## config.mk

```make
export PLATFORM = sky130hd
export DESIGN_NAME = ea_gen
export DESIGN_NICKNAME = d
export VERILOG_FILES = /design/src/rtl/eagen_pkg.sv /design/src/rtl/eagen_decode.sv /design/src/rtl/eagen_sum.sv /design/src/rtl/ea_gen.sv
export SDC_FILE = /design/constraint.sdc
export NUM_CORES = 1
export LEC_CHECK = 0
export BUFFER_PORTS_ARGS = -buffer_cell sky130_fd_sc_hd__buf_2
export CORE_ASPECT_RATIO = 0.6
export CORE_MARGIN = 1
export CORE_UTILIZATION = 59
export DETAILED_ROUTE_END_ITERATION = 10
export PLACE_DENSITY_LB_ADDON = 0.25
export SLEW_MARGIN = 20
export SYNTH_ARGS = -nofsm -noshare
export SYNTH_HDL_FRONTEND = slang
export SYNTH_HIERARCHICAL = 1
export SYNTH_SLANG_ARGS = --single-unit
```

## constraint.sdc

```tcl
create_clock -name clk -period 8.5 [get_ports clk]
set_clock_uncertainty 0.15 [all_clocks]
set_input_delay 1.7 -clock clk [delete_from_list [all_inputs] [get_ports clk]]
set_output_delay 1.7 -clock clk [all_outputs]
set_load 0.02 [all_outputs]
```

## src/rtl/eagen_pkg.sv

```systemverilog
package eagen_pkg;
    localparam int ADDR_W    = 32;
    localparam int SEL_W     = 5;
    localparam int OFS_W     = 12;
    localparam int SCALE_W   = 3;
    localparam int MODE_W    = 4;
    localparam int MAX_SHIFT = 4;
    localparam int IP_BIAS   = 8;

    // field positions within the first word
    localparam int OFS_LSB   = 0;
    localparam int IDX_LSB   = 0;
    localparam int SCALE_LSB = 7;
    localparam int MODE_LSB  = 10;
    localparam int BASE_LSB  = 14;

    // long-family mode codes
    localparam logic [MODE_W-1:0] M_BASE      = 4'b0100;
    localparam logic [MODE_W-1:0] M_IPREL     = 4'b0101;
    localparam logic [MODE_W-1:0] M_RSVD      = 4'b0110;
    localparam logic [MODE_W-1:0] M_BASE_IDX  = 4'b0111;
    localparam logic [MODE_W-1:0] M_DISP      = 4'b1100;
    localparam logic [MODE_W-1:0] M_BASE_DISP = 4'b1101;
    localparam logic [MODE_W-1:0] M_IDX_DISP  = 4'b1110;
    localparam logic [MODE_W-1:0] M_FULL      = 4'b1111;

    typedef enum logic {
        ST_IDLE,
        ST_WAIT_DISP
    } ag_state_t;

    typedef struct packed {
        logic               add_ofs;
        logic               use_base;
        logic               use_index;
        logic               use_disp;
        logic               use_ip;
        logic               reserved;
        logic               bad_scale;
        logic [SEL_W-1:0]   base_sel;
        logic [SEL_W-1:0]   index_sel;
        logic [SCALE_W-1:0] scale;
        logic [OFS_W-1:0]   offset;
    } ag_dec_t;
endpackage

```

## src/rtl/eagen_decode.sv

```systemverilog
module eagen_decode
    import eagen_pkg::*;
(
    input  logic [ADDR_W-1:0] word_i,
    output ag_dec_t           dec_o
);
    logic [MODE_W-1:0] mode;
    assign mode = word_i[MODE_LSB +: MODE_W];

    always_comb begin
        dec_o           = '0;
        dec_o.base_sel  = word_i[BASE_LSB +: SEL_W];
        dec_o.index_sel = word_i[IDX_LSB +: SEL_W];
        dec_o.scale     = word_i[SCALE_LSB +: SCALE_W];
        dec_o.offset    = word_i[OFS_LSB +: OFS_W];
        if (!mode[2]) begin
            // short family: upper mode bit picks base+offset
            dec_o.add_ofs  = 1'b1;
            dec_o.use_base = mode[3];
        end else begin
            case (mode)
                M_BASE:      dec_o.use_base = 1'b1;
                M_IPREL: begin
                    dec_o.use_ip   = 1'b1;
                    dec_o.use_disp = 1'b1;
                end
                M_BASE_IDX: begin
                    dec_o.use_base  = 1'b1;
                    dec_o.use_index = 1'b1;
                end
                M_DISP:      dec_o.use_disp = 1'b1;
                M_BASE_DISP: begin
                    dec_o.use_base = 1'b1;
                    dec_o.use_disp = 1'b1;
                end
                M_IDX_DISP: begin
                    dec_o.use_index = 1'b1;
                    dec_o.use_disp  = 1'b1;
                end
                M_FULL: begin
                    dec_o.use_base  = 1'b1;
                    dec_o.use_index = 1'b1;
                    dec_o.use_disp  = 1'b1;
                end
                default:     dec_o.reserved = 1'b1;
            endcase
        end
        dec_o.bad_scale = dec_o.use_index &&
                          (int'(dec_o.scale) > MAX_SHIFT);
    end
endmodule

```

## src/rtl/eagen_sum.sv

```systemverilog
module eagen_sum
    import eagen_pkg::*;
(
    input  ag_dec_t           dec_i,
    input  logic [ADDR_W-1:0] base_i,
    input  logic [ADDR_W-1:0] index_i,
    input  logic [ADDR_W-1:0] disp_i,
    input  logic [ADDR_W-1:0] ip_i,
    output logic [ADDR_W-1:0] ea_o
);
    localparam logic [ADDR_W-1:0] BIAS = ADDR_W'(IP_BIAS);

    logic [ADDR_W-1:0] t_base, t_idx, t_disp, t_ofs, t_ip;

    always_comb begin
        t_base = dec_i.use_base  ? base_i : '0;
        t_idx  = dec_i.use_index ? (index_i << dec_i.scale) : '0;
        t_disp = dec_i.use_disp  ? disp_i : '0;
        t_ofs  = dec_i.add_ofs   ? ADDR_W'(dec_i.offset) : '0;
        t_ip   = dec_i.use_ip    ? (ip_i + BIAS) : '0;
        ea_o   = t_base + t_idx + t_disp + t_ofs + t_ip;
    end
endmodule

```

## src/rtl/ea_gen.sv

```systemverilog
module ea_gen
    import eagen_pkg::*;
(
    input  logic              clk,
    input  logic              rst,
    input  logic              word_valid,
    input  logic [ADDR_W-1:0] word_data,
    output logic              first_ready,
    input  logic [ADDR_W-1:0] ip_addr,
    output logic [SEL_W-1:0]  base_sel,
    input  logic [ADDR_W-1:0] base_val,
    output logic [SEL_W-1:0]  index_sel,
    input  logic [ADDR_W-1:0] index_val,
    output logic              ea_valid,
    output logic [ADDR_W-1:0] ea_addr,
    output logic              ea_fault
);
    ag_state_t         state_q, state_d;
    ag_dec_t           dec_live, dec_q, dec_cur;
    logic [ADDR_W-1:0] ip_q, ip_cur, sum;
    logic              live_bad, live_two;

    eagen_decode u_dec (
        .word_i (word_data),
        .dec_o  (dec_live)
    );

    assign dec_cur   = (state_q == ST_IDLE) ? dec_live : dec_q;
    assign ip_cur    = (state_q == ST_IDLE) ? ip_addr  : ip_q;
    assign base_sel  = dec_cur.base_sel;
    assign index_sel = dec_cur.index_sel;

    eagen_sum u_sum (
        .dec_i   (dec_cur),
        .base_i  (base_val),
        .index_i (index_val),
        .disp_i  (word_data),
        .ip_i    (ip_cur),
        .ea_o    (sum)
    );

    assign live_bad    = dec_live.reserved || dec_live.bad_scale;
    assign live_two    = dec_live.use_disp;
    assign first_ready = (state_q == ST_IDLE);

    always_comb begin
        state_d = state_q;
        unique case (state_q)
            ST_IDLE:      if (word_valid && !live_bad && live_two) state_d = ST_WAIT_DISP;
            ST_WAIT_DISP: if (word_valid) state_d = ST_IDLE;
        endcase
    end

    always_ff @(posedge clk) begin
        if (rst) begin
            state_q <= ST_IDLE;
            dec_q   <= '0;
            ip_q    <= '0;
        end else begin
            state_q <= state_d;
            if (state_q == ST_IDLE && word_valid) begin
                dec_q <= dec_live;
                ip_q  <= ip_addr;
            end
        end
    end

    always_ff @(posedge clk) begin
        if (rst) begin
            ea_valid <= 1'b0;
            ea_fault <= 1'b0;
            ea_addr  <= '0;
        end else begin
            ea_valid <= 1'b0;
            ea_fault <= 1'b0;
            unique case (state_q)
                ST_IDLE: if (word_valid) begin
                    if (live_bad) begin
                        ea_fault <= 1'b1;
                    end else if (!live_two) begin
                        ea_valid <= 1'b1;
                        ea_addr  <= sum;
                    end
                end
                ST_WAIT_DISP: if (word_valid) begin
                    ea_valid <= 1'b1;
                    ea_addr  <= sum;
                end
            endcase
        end
    end
endmodule

```

Word-level counts from Yosys, hierarchy flattened

Index checks and enable logic that the tools add are counted.

Bitwise logic cells: 2
Reductions and logical operators: 12
$add $sub $neg: 5
Multiplexer cells: 29
Magnitude comparators: 1
Shift operators: 1
Equal/unequal tests: 11

Operators by type and width:

| kind                                                             | count |
|---|---|
| 32-bit two-way mux                                               | 10 |
| 32-bit adder                                                     | 4 |
| 32-bit one-hot mux with 2 select lines                           | 1 |
| 32-bit by 4-bit adder with 32-bit output (second input constant) | 1 |
| 32-bit by 3-bit left shift with 32-bit output                    | 1 |
| 4-bit == test (second input constant)                            | 4 |
| 1-bit two-way mux                                                | 14 |
| 4-bit by 3-bit == test with 1-bit output (second input constant) | 3 |
| 12-bit two-way mux                                               | 1 |
| 2-bit != test (second input constant)                            | 4 |
| 7-bit OR reduction                                               | 1 |
| 3-bit OR reduction                                               | 2 |
| 5-bit OR reduction                                               | 1 |
| 1-bit logical AND                                                | 4 |
| 4-bit two-way mux                                                | 1 |
| 1-bit one-hot mux with 2 select lines                            | 2 |
| 4-bit AND reduction                                              | 1 |
| 4-bit OR reduction                                               | 1 |
| 3-bit > comparator (second input constant)                       | 1 |
| 1-bit inverter                                                   | 2 |
| 1-bit zero test                                                  | 1 |
| 1-bit logical OR                                                 | 1 |

Flip-flop bits (word level): 99
Word-level logic and storage cells: 77

Depth between registers and ports, before layout

Gate-level depths: netlist of the first run.

Depth in word-level cells: 16
Depth in mapped cells: 26
Mapped depth without buffers: 23

Cells and area by module

The synthesis of the first run kept the hierarchy.

By module, submodules not included:

| module       | area an instance (sq um) | cells each | instances |
|---|---|---|---|
| eagen_sum    | 5830.6                   | 718        | 1 |
| ea_gen       | 4299.1                   | 376        | 1 |
| eagen_decode | 279.0                    | 39         | 1 |

Least setup slack after synthesis of the first run

Ideal clock, no wire load.

Path type: input port to flip-flop
Start: in word_data[7]
End: reg ea_addr[28]
Path buffers: 3
Setup slack: 1.435 ns
Data arrival time: 6.844 ns
Library setup time: 0.072 ns
Data required time: 8.278 ns
Stages on the path: 23
Cell sequence: buf_4 -> mux2_2 -> buf_2 -> buf_2 -> mux4_2 -> nand2_1 -> a21boi_0 -> fa_1 -> fa_1 -> inv_1 -> fa_1 -> inv_1 -> ha_1 -> and4_4 -> and2_4 -> a32oi_1 -> o2111a_2 -> nor3_1 -> a311o_1 -> a21oi_2 -> xnor2_1 -> nand2b_1 -> mux2i_1

RTL lines:

| element                | line         | RTL |
|---|---|---|
| start: declaration     | ea_gen.sv:7  | `input logic [ADDR_W-1:0] word_data,` |
| end signal: assignment | ea_gen.sv:82 | `ea_addr <= sum;` |
| end signal: assignment | ea_gen.sv:87 | `ea_addr <= sum;` |
| end: declaration       | ea_gen.sv:15 | `output logic [ADDR_W-1:0] ea_addr,` |

==> results of run 1 <==
==> worst paths after layout <==
kind,depth (start not counted),end,slack [ns],start
min,2,ea_addr[24],0.32,ea_addr[24]
min reg2reg,2,ea_addr[24],0.32,ea_addr[24]
max reg2reg,23,ea_addr[31],1.79,state_q
max,23,ea_addr[14],1.04,word_data[8]
==> per-stage QoR <==
stage                     instance area (um^2)  utilization  worst slack (ns)  power, mW
after CTS                                11360       0.6630             1.181      1.751
after global routing                     11360       0.6630            0.6645      1.861
after global placement                   11020       0.6431             1.008      1.264
after detailed placement                 11020       0.6431            0.8301      1.273
final                                    11360       0.6630             1.038      1.744
after floorplan                          10330            -             1.435      1.092
==> power by group through the flow <==
stage / clock network, mW / registers (mW) / logic [mW]
after floorplan: 0 / 0.553 / 0.539
after global placement: 0 / 0.528 / 0.736
after detailed placement: 0 / 0.528 / 0.745
after CTS: 0.482 / 0.519 / 0.751
after global routing: 0.506 / 0.524 / 0.832
final: 0.475 / 0.518 / 0.751
==> state kept, by name, indices dropped and copies added (netlist names) <==
name and count:
state_q 1, ea_valid 1, ip_q 32, dec_q 30
ea_addr 32, ea_fault 1
==> layout make-up <==
| type | instances | area (um^2) | share of cell area |
|---|---|---|---|
| inverter | 62 | 232.7 | 0.02049 |
| clock inverter | 6 | 115.1 | 0.01014 |
| tap | 234 | 292.8 | 0.02578 |
| sequential | 97 | 1943 | 0.1711 |
| clock buffer | 9 | 225.2 | 0.01983 |
| timing repair buffer | 186 | 958.4 | 0.08440 |
| multi-input combinational | 868 | 7589 | 0.6682 |
==> cells in the final DEF (no fill, tap or decap), types with 15 or more instances in the layout <==
cell type  count
mux4_2        15
mux2_1        42
nor2_1        27
o21ai_0       32
nand3_1       19
mux2i_1       46
a21oi_1       37
inv_1         61
mux2_2        27
nand2_1      104
ha_1          52
xnor2_1       37
fa_1          73
a21boi_0      23
a22o_1        62
nand2b_1      67
dfxtp_1       96
and2_1        79
buf_2        175
==> per-layer routing <==
layer,up-vias,global-route usage,share of wire
li1,4046,-,-
met1,4081,0.4151,0.48
met2,319,0.4240,0.44
met3,31,0.06140,0.072
met4,0,0.05942,0.014
met5,-,0,0
==> worst register-to-register path, cell delays in order (launching register included) <==
cell,delay [ns]
dfxtp_2,0.51
buf_4,0.42
mux2_1,0.39
inv_2,0.34
nand2_1,0.13
nor3_1,0.42
fa_1,0.50
inv_1,0.09
fa_1,0.42
fa_1,0.48
inv_1,0.07
ha_1,0.20
inv_1,0.07
fa_1,0.40
nor2b_1,0.17
o31a_1,0.23
o21ai_2,0.12
o311ai_2,0.55
a21boi_2,0.15
o21ai_2,0.28
a211oi_1,0.18
xnor2_1,0.15
nand2b_1,0.08
mux2i_1,0.06
==> results.env, run 1 <==
HP-CLASS='reg -> reg'
LEAKAGEPOWER_nW=5.259
DP_CELLS=1447
FIN_WORST_HOLD_SLACK_NS=0.3190
CP_TOP_FAMILY='adder cells'
FINAL_MAX_SLEW_VIOL_COUNT=0
ACHIEVABLE-FREQUENCY_GHz=0.1340
DRT_FIRST_ITER_VIOLATIONS=657
CRITICAL_PATH.MAX_STAGE_DELAY_NS=0.60
CRITPATHLAUNCHTYPE='primary input'
CAP_VIOLATIONS=0
CP_NUM_BUF_INV=4
REPORT.FINAL.HOLD_VIOL_COUNT=0
DETAILROUTE.VIA_COUNT=8477
CHIPWIDTH_UM=172.8
PWR-SHARE-CLK=0.272
GRT.OVERFLOW.TOTAL=0
CLOCK_INSERTION_DELAY_AT_THE_LATER_PIN_OF_THE_SKEW_REPORT_NS=0.36
POST_SYNTH_INSTANCE_AREA_UM2=10330
RELSLEWSLACK=0.2809
CTS_MAX_PATH_BUFFERS=2
REPORT.FINAL.SETUP_VIOL=0
SEQUENTIAL_FRACTION_OF_DESIGN_POWER=0.297
FINAL.SETUP.TNS_NS=0
SYN_NETS=1383
CORE_UM2=17130
PLACE_CONGESTION=0.9550
GRT.TOTAL_USAGE=0.2825
TIMING.CRITICAL_PATH.CELLS='buf_2 -> mux2_2 -> inv_1 -> and3_1 -> nand2_1 -> o21ai_0 -> and2_1 -> fa_1 -> fa_1 -> inv_1 -> fa_1 -> inv_1 -> ha_1 -> o21ai_0 -> nor4_1 -> nor2_1 -> a21boi_0 -> o21ai_0 -> a21boi_0 -> o21ai_0 -> a221oi_1 -> nand2b_1 -> mux2i_1'
CLOCK_SINKS=97
AREAGROWTHSYNTHTOFINISH_PCT=9.946
START_UTIL=0.6030
ROUTE.ANTENNA.REMAINING_NETS=0
ROUTE.DETAILED.VIAS_PER_INST=5.798
PATH_CLK_SLEW_NS=0.07
DRT-PASS1-ITER-COUNT=5
NUM_IO_PINS=176
SYNTHESIS.AREA_PER_INSTANCE_UM2=9.165
POSTCTSSETUPREPAIRBUFS=0
N_FILL_CELL=1476
P_SW_FRAC=0.3693
STATUS='finished, final reports clean'
CLOCK_TREE.ROOT_CELL='clkbuf_16'
DETAIL_ROUTE.WL_PER_CELL_UM=17.34
LAYOUT_WORST_PATH_CYCLE_SHARE=0.8779
PLACEMENT_ROWS=37
LAYOUT_MIN_CYCLE_TIME_NS=7.462
NETS=1480
INTERNAL_POWER_mW=1.100
PATH_CLASS='in -> reg'
TIMING.CRITICAL_PATH.SLOWEST_STAGE_CELL='mux2_2'
CELLS_RESIZED_BY_POST_CTS_REPAIR=0
CLOCK_TREE_FROM_TRITONCTS='yes'
PIN_COUNT_OF_THE_BIGGEST_NET_ENTERING_GLOBAL_ROUTING=69
BUFFER_PORTS.INSERTED=175
CP.REQUIRED_NS=8.63
LAYOUT.CELLS.NON_FILLER=1462
FIRST_GLOBAL_VIAS=7853
CTS_BUFFERS=9
WORST_SLEW_PIN_SLEW_NS=1.079
NUMBER_OF_ANTENNA_VIOLATIONS_AT_THE_FIRST_CHECK_IN_GLOBAL_ROUTING=1
CRIT_PATH_MAX_FANOUT=34
SYNTH-WARNING-COUNT=6
DIE_AREA_UM2=18060
FP.DIEH_UM=104.5
POWER.SWITCHING_uW=644.2
POWER.DENSITY_CELL_AREA_nW_PER_UM2=153.6
TOTAL_OF_HOLD_BUFFERS_INSERTED_AFTER_CLOCK_TREE_SYNTHESIS=0
DETAIL_ROUTE.WIRELENGTH_MM=25.35
HPWLAFTERDP_MM=20.00
FINAL_LAYOUT_SIZE_SUFFIX_GT1_FRAC=0.2215
RSZ0062_AT_GRT='false'
CRIT_ARRIVAL_NS=7.59
CLOCK_TREE.HTREE_LEVEL_COUNT=3
DIODES=0
COMB_POWER_SHARE=0.430
POST-ROUTE-DRC-COUNT=0
WORSTSETUPENDPOINTTYPE='flip-flop'
SYN-INSTANCE-COUNT=1127
TIMING.CRITICAL_PATH.MODE_CELL='o21ai_0'
WORST_IR_DROP_VDD_mV=0.08768
WIRE_LENGTH_OF_THE_FIRST_GLOBAL_ROUTING_PASS_MM=40.51
Note: power is estimated with default switching activity, not from simulation.
==> run 2, diff against run 1 <==
Settings changed: CORE_UTILIZATION 59 to 56.
==> run 2 against run 1 <==
Net effect:
- wire length increased by 2.3%
- via count decreased by 0.48%
- cell count increased by 0.21%
- sequential power about the same
- cell area decreased by 0.61%
- core utilization decreased by 3.8 points
- total power decreased by 3.0%
- worst setup slack got worse by 0.012 ns
- combinational power about the same
- register-to-register slack improved by 0.17 ns
- critical endpoint unchanged
- maximum frequency decreased by 0.16%
- hold slack improved by 0.0037 ns
==> results.env, run 2 (synthesis gave the netlist of run 1 again) <==
BUFFER_PORTS.INSERTED=175  # unchanged
CELLS_RESIZED_BY_POST_CTS_REPAIR=0  # unchanged
CRIT_PATH_MAX_FANOUT=34  # unchanged
HOLDPATHEND='ea_addr[22]'
CRITPATHLAUNCHTYPE='primary input'
INTERNAL_POWER_mW=1.041  # -5.4%
GRT.TOTAL_USAGE=0.2767  # -0.005848
CLOCK_INSERTION_DELAY_AT_THE_LATER_PIN_OF_THE_SKEW_REPORT_NS=0.37  # about the same
PLACEMENT_ROWS=38  # +2.7%
ROUTE.ANTENNA.REMAINING_NETS=0  # unchanged
LAYOUT_WORST_PATH_CYCLE_SHARE=0.8793  # +0.001419
DIODES=0  # unchanged
REG2REG_FROM='state_q'
HPWLAFTERDP_MM=20.57  # +2.9%
CRIT_ARRIVAL_NS=7.61  # +0.02 ns
CLOCK_TREE_FROM_TRITONCTS='yes'
CP.REQUIRED_NS=8.63  # about the same
R2R_CELLS=23  # unchanged
PLACE_CONGESTION=0.9335  # -2.3%
MOSTFREQUENTLAYOUTCELLS='buf_2, nand2_1, dfxtp_1, and2_1, fa_1'
POWER.SWITCHING_uW=651.9  # +1.2%
WORST_SLEW_PIN_SLEW_NS=1.107  # +0.02788 ns
DETAIL_ROUTE.WIRELENGTH_MM=25.95  # +2.3%
WIRE_LENGTH_OF_THE_FIRST_GLOBAL_ROUTING_PASS_MM=40.96  # +1.1%
WORSTSETUPENDPOINTTYPE='flip-flop'
PWR-SHARE-CLK=0.251  # -0.021
COMB_POWER_SHARE=0.443  # +0.013
POSTCTSSETUPREPAIRBUFS=0  # unchanged
ROUTE.DETAILED.VIAS_PER_INST=5.758  # -0.69%
FINAL_AREA_UM2=11290  # -0.61%
GRT.OVERFLOW.TOTAL=0  # unchanged
R2R_END='ea_addr[27]'
FINAL_LAYOUT_SIZE_SUFFIX_GT1_FRAC=0.2188  # -0.002723
CLOCK_SINKS=97  # unchanged
P_SW_FRAC=0.3852  # +0.01587
DP_SLACK_NS=0.7376  # -0.09253 ns
CHIPWIDTH_UM=177.3  # +2.6%
DETAILED_PLACE.AREA_UM2=10990  # -0.21%
REG2REG_SETUP_SLACK_NS=1.96  # +0.17 ns
CTS_MAX_PATH_BUFFERS=2  # unchanged
NUM_IO_PINS=176  # unchanged
POWER.DENSITY_CELL_AREA_nW_PER_UM2=150.0  # -2.4%
MOSTFREQUENTLAYOUTCELL='buf_2'
RSZ0062_AT_GRT='false'
DP_CELLS=1449  # +0.14%
HP-CLASS='reg -> reg'
NETS=1476  # -0.27%
PIN_COUNT_OF_THE_BIGGEST_NET_ENTERING_GLOBAL_ROUTING=69  # unchanged
FIN_TOTAL_PWR_mW=1.693  # -3.0%
CTS_BUFFERS=9  # unchanged
CLOCK_TREE.ROOT_CELL='clkbuf_16'
FP.DIEH_UM=107.2  # +2.6%
PATH_CLASS='in -> reg'
FIRST_GLOBAL_VIAS=7960  # +1.4%
STATUS='finished, final reports clean'
REPORT.FINAL.SETUP_VIOL=0  # unchanged
CORE_UM2=18070  # +5.5%
NUMBER_OF_ANTENNA_VIOLATIONS_AT_THE_FIRST_CHECK_IN_GLOBAL_ROUTING=0  # -1
N_FILL_CELL=1643  # +11%
HOLD_DEPTH=2  # unchanged
POST-ROUTE-DRC-COUNT=0  # unchanged
FINALWORSTSETUPSLACK_NS=1.026  # -0.01206 ns
SEQUENTIAL_FRACTION_OF_DESIGN_POWER=0.306  # +0.009
LAYOUT.CELLS.NON_FILLER=1465  # +0.21%
LAYOUT_MIN_CYCLE_TIME_NS=7.474  # +0.01206 ns
ACHIEVABLE-FREQUENCY_GHz=0.1338  # -0.16%
PATH_CLK_SLEW_NS=0.07  # about the same
HOLD_START='ea_addr[22]'
RELSLEWSLACK=0.2623  # -0.01859
LEAKAGEPOWER_nW=5.220  # -0.75%
WORST_IR_DROP_VDD_mV=0.09656  # +10%
REPORT.FINAL.HOLD_VIOL_COUNT=0  # unchanged
CAP_VIOLATIONS=0  # unchanged
DIE_AREA_UM2=19010  # +5.3%
FINAL_MAX_SLEW_VIOL_COUNT=0  # unchanged
TOTAL_OF_HOLD_BUFFERS_INSERTED_AFTER_CLOCK_TREE_SYNTHESIS=0  # unchanged
FINAL.SETUP.TNS_NS=0  # unchanged
DRT_FIRST_ITER_VIOLATIONS=663  # +0.91%
REG_TOP3='ea_addr (32), ip_q (32), dec_q (30)'
DETAILROUTE.VIA_COUNT=8436  # -0.48%
AREAGROWTHSYNTHTOFINISH_PCT=9.279
START_UTIL=0.5717  # -0.03132
CLOCK_TREE.HTREE_LEVEL_COUNT=3  # unchanged
DRT-PASS1-ITER-COUNT=4  # -1
DETAIL_ROUTE.WL_PER_CELL_UM=17.71  # +2.1%
## run 2: power by group through the flow
stage	clock network (mW)	registers, mW	logic, mW
finish	0.424	0.518	0.750
global route	0.452	0.523	0.831
CTS	0.435	0.518	0.753
detailed placement	0	0.528	0.747
global placement	0	0.527	0.740
floorplan	0	0.553	0.539
## run 2: layout make-up
class / count / area [um^2] / area share
timing repair buffer: 182 / 928.4 / 0.08225
tap: 240 / 300.3 / 0.02660
clock buffer: 10 / 229.0 / 0.02029
inverter: 62 / 232.7 / 0.02062
multi-input combinational: 868 / 7589 / 0.6723
sequential: 97 / 1943 / 0.1722
clock inverter: 6 / 65.06 / 0.005764
## run 2: layer usage
metal,track usage,part of all wire
met3,0.05496,0.065
met4,0.05678,0.010
met1,0.4093,0.49
met2,0.4143,0.43
met5,0,0
## run 2: worst max-delay path, cell delays in order
cell	delay, ns
buf_2	0.15
mux2_2	0.62
inv_1	0.40
and3_1	0.29
nand2_1	0.07
o21ai_0	0.07
and2_1	0.21
fa_1	0.49
fa_1	0.55
inv_1	0.06
fa_1	0.53
inv_1	0.04
ha_1	0.33
o21ai_0	0.14
nor4_1	0.29
nor2_1	0.16
a21boi_0	0.32
o21ai_0	0.19
a21boi_0	0.32
o21ai_0	0.13
a221oi_1	0.31
nand2b_1	0.09
mux2i_1	0.13
## run 2: worst max path at each step
| stage | start | slack, ns | cells after the start | to |
|---|---|---|---|---|
| 2_1_floorplan | word_data[7] | 1.43 | 23 | ea_addr[28] |
| 3_5_place_dp | word_data[8] | 0.74 | 23 | ea_addr[14] |
| 6_report | word_data[8] | 1.03 | 23 | ea_addr[14] |
| 3_3_place_gp | word_data[10] | 0.91 | 23 | ea_addr[27] |
| 5_1_grt | word_data[8] | 0.61 | 23 | ea_addr[14] |
| 4_1_cts | word_data[8] | 1.09 | 23 | ea_addr[14] |
## run 2: stage by stage
stage               utilization  hold WS [ns]
finish                   0.6247        0.3227
global route             0.6247        0.3398
floorplan                     -        0.2933
global placement         0.6084        0.3052
detailed placement       0.6084        0.3093
CTS                      0.6247        0.3256
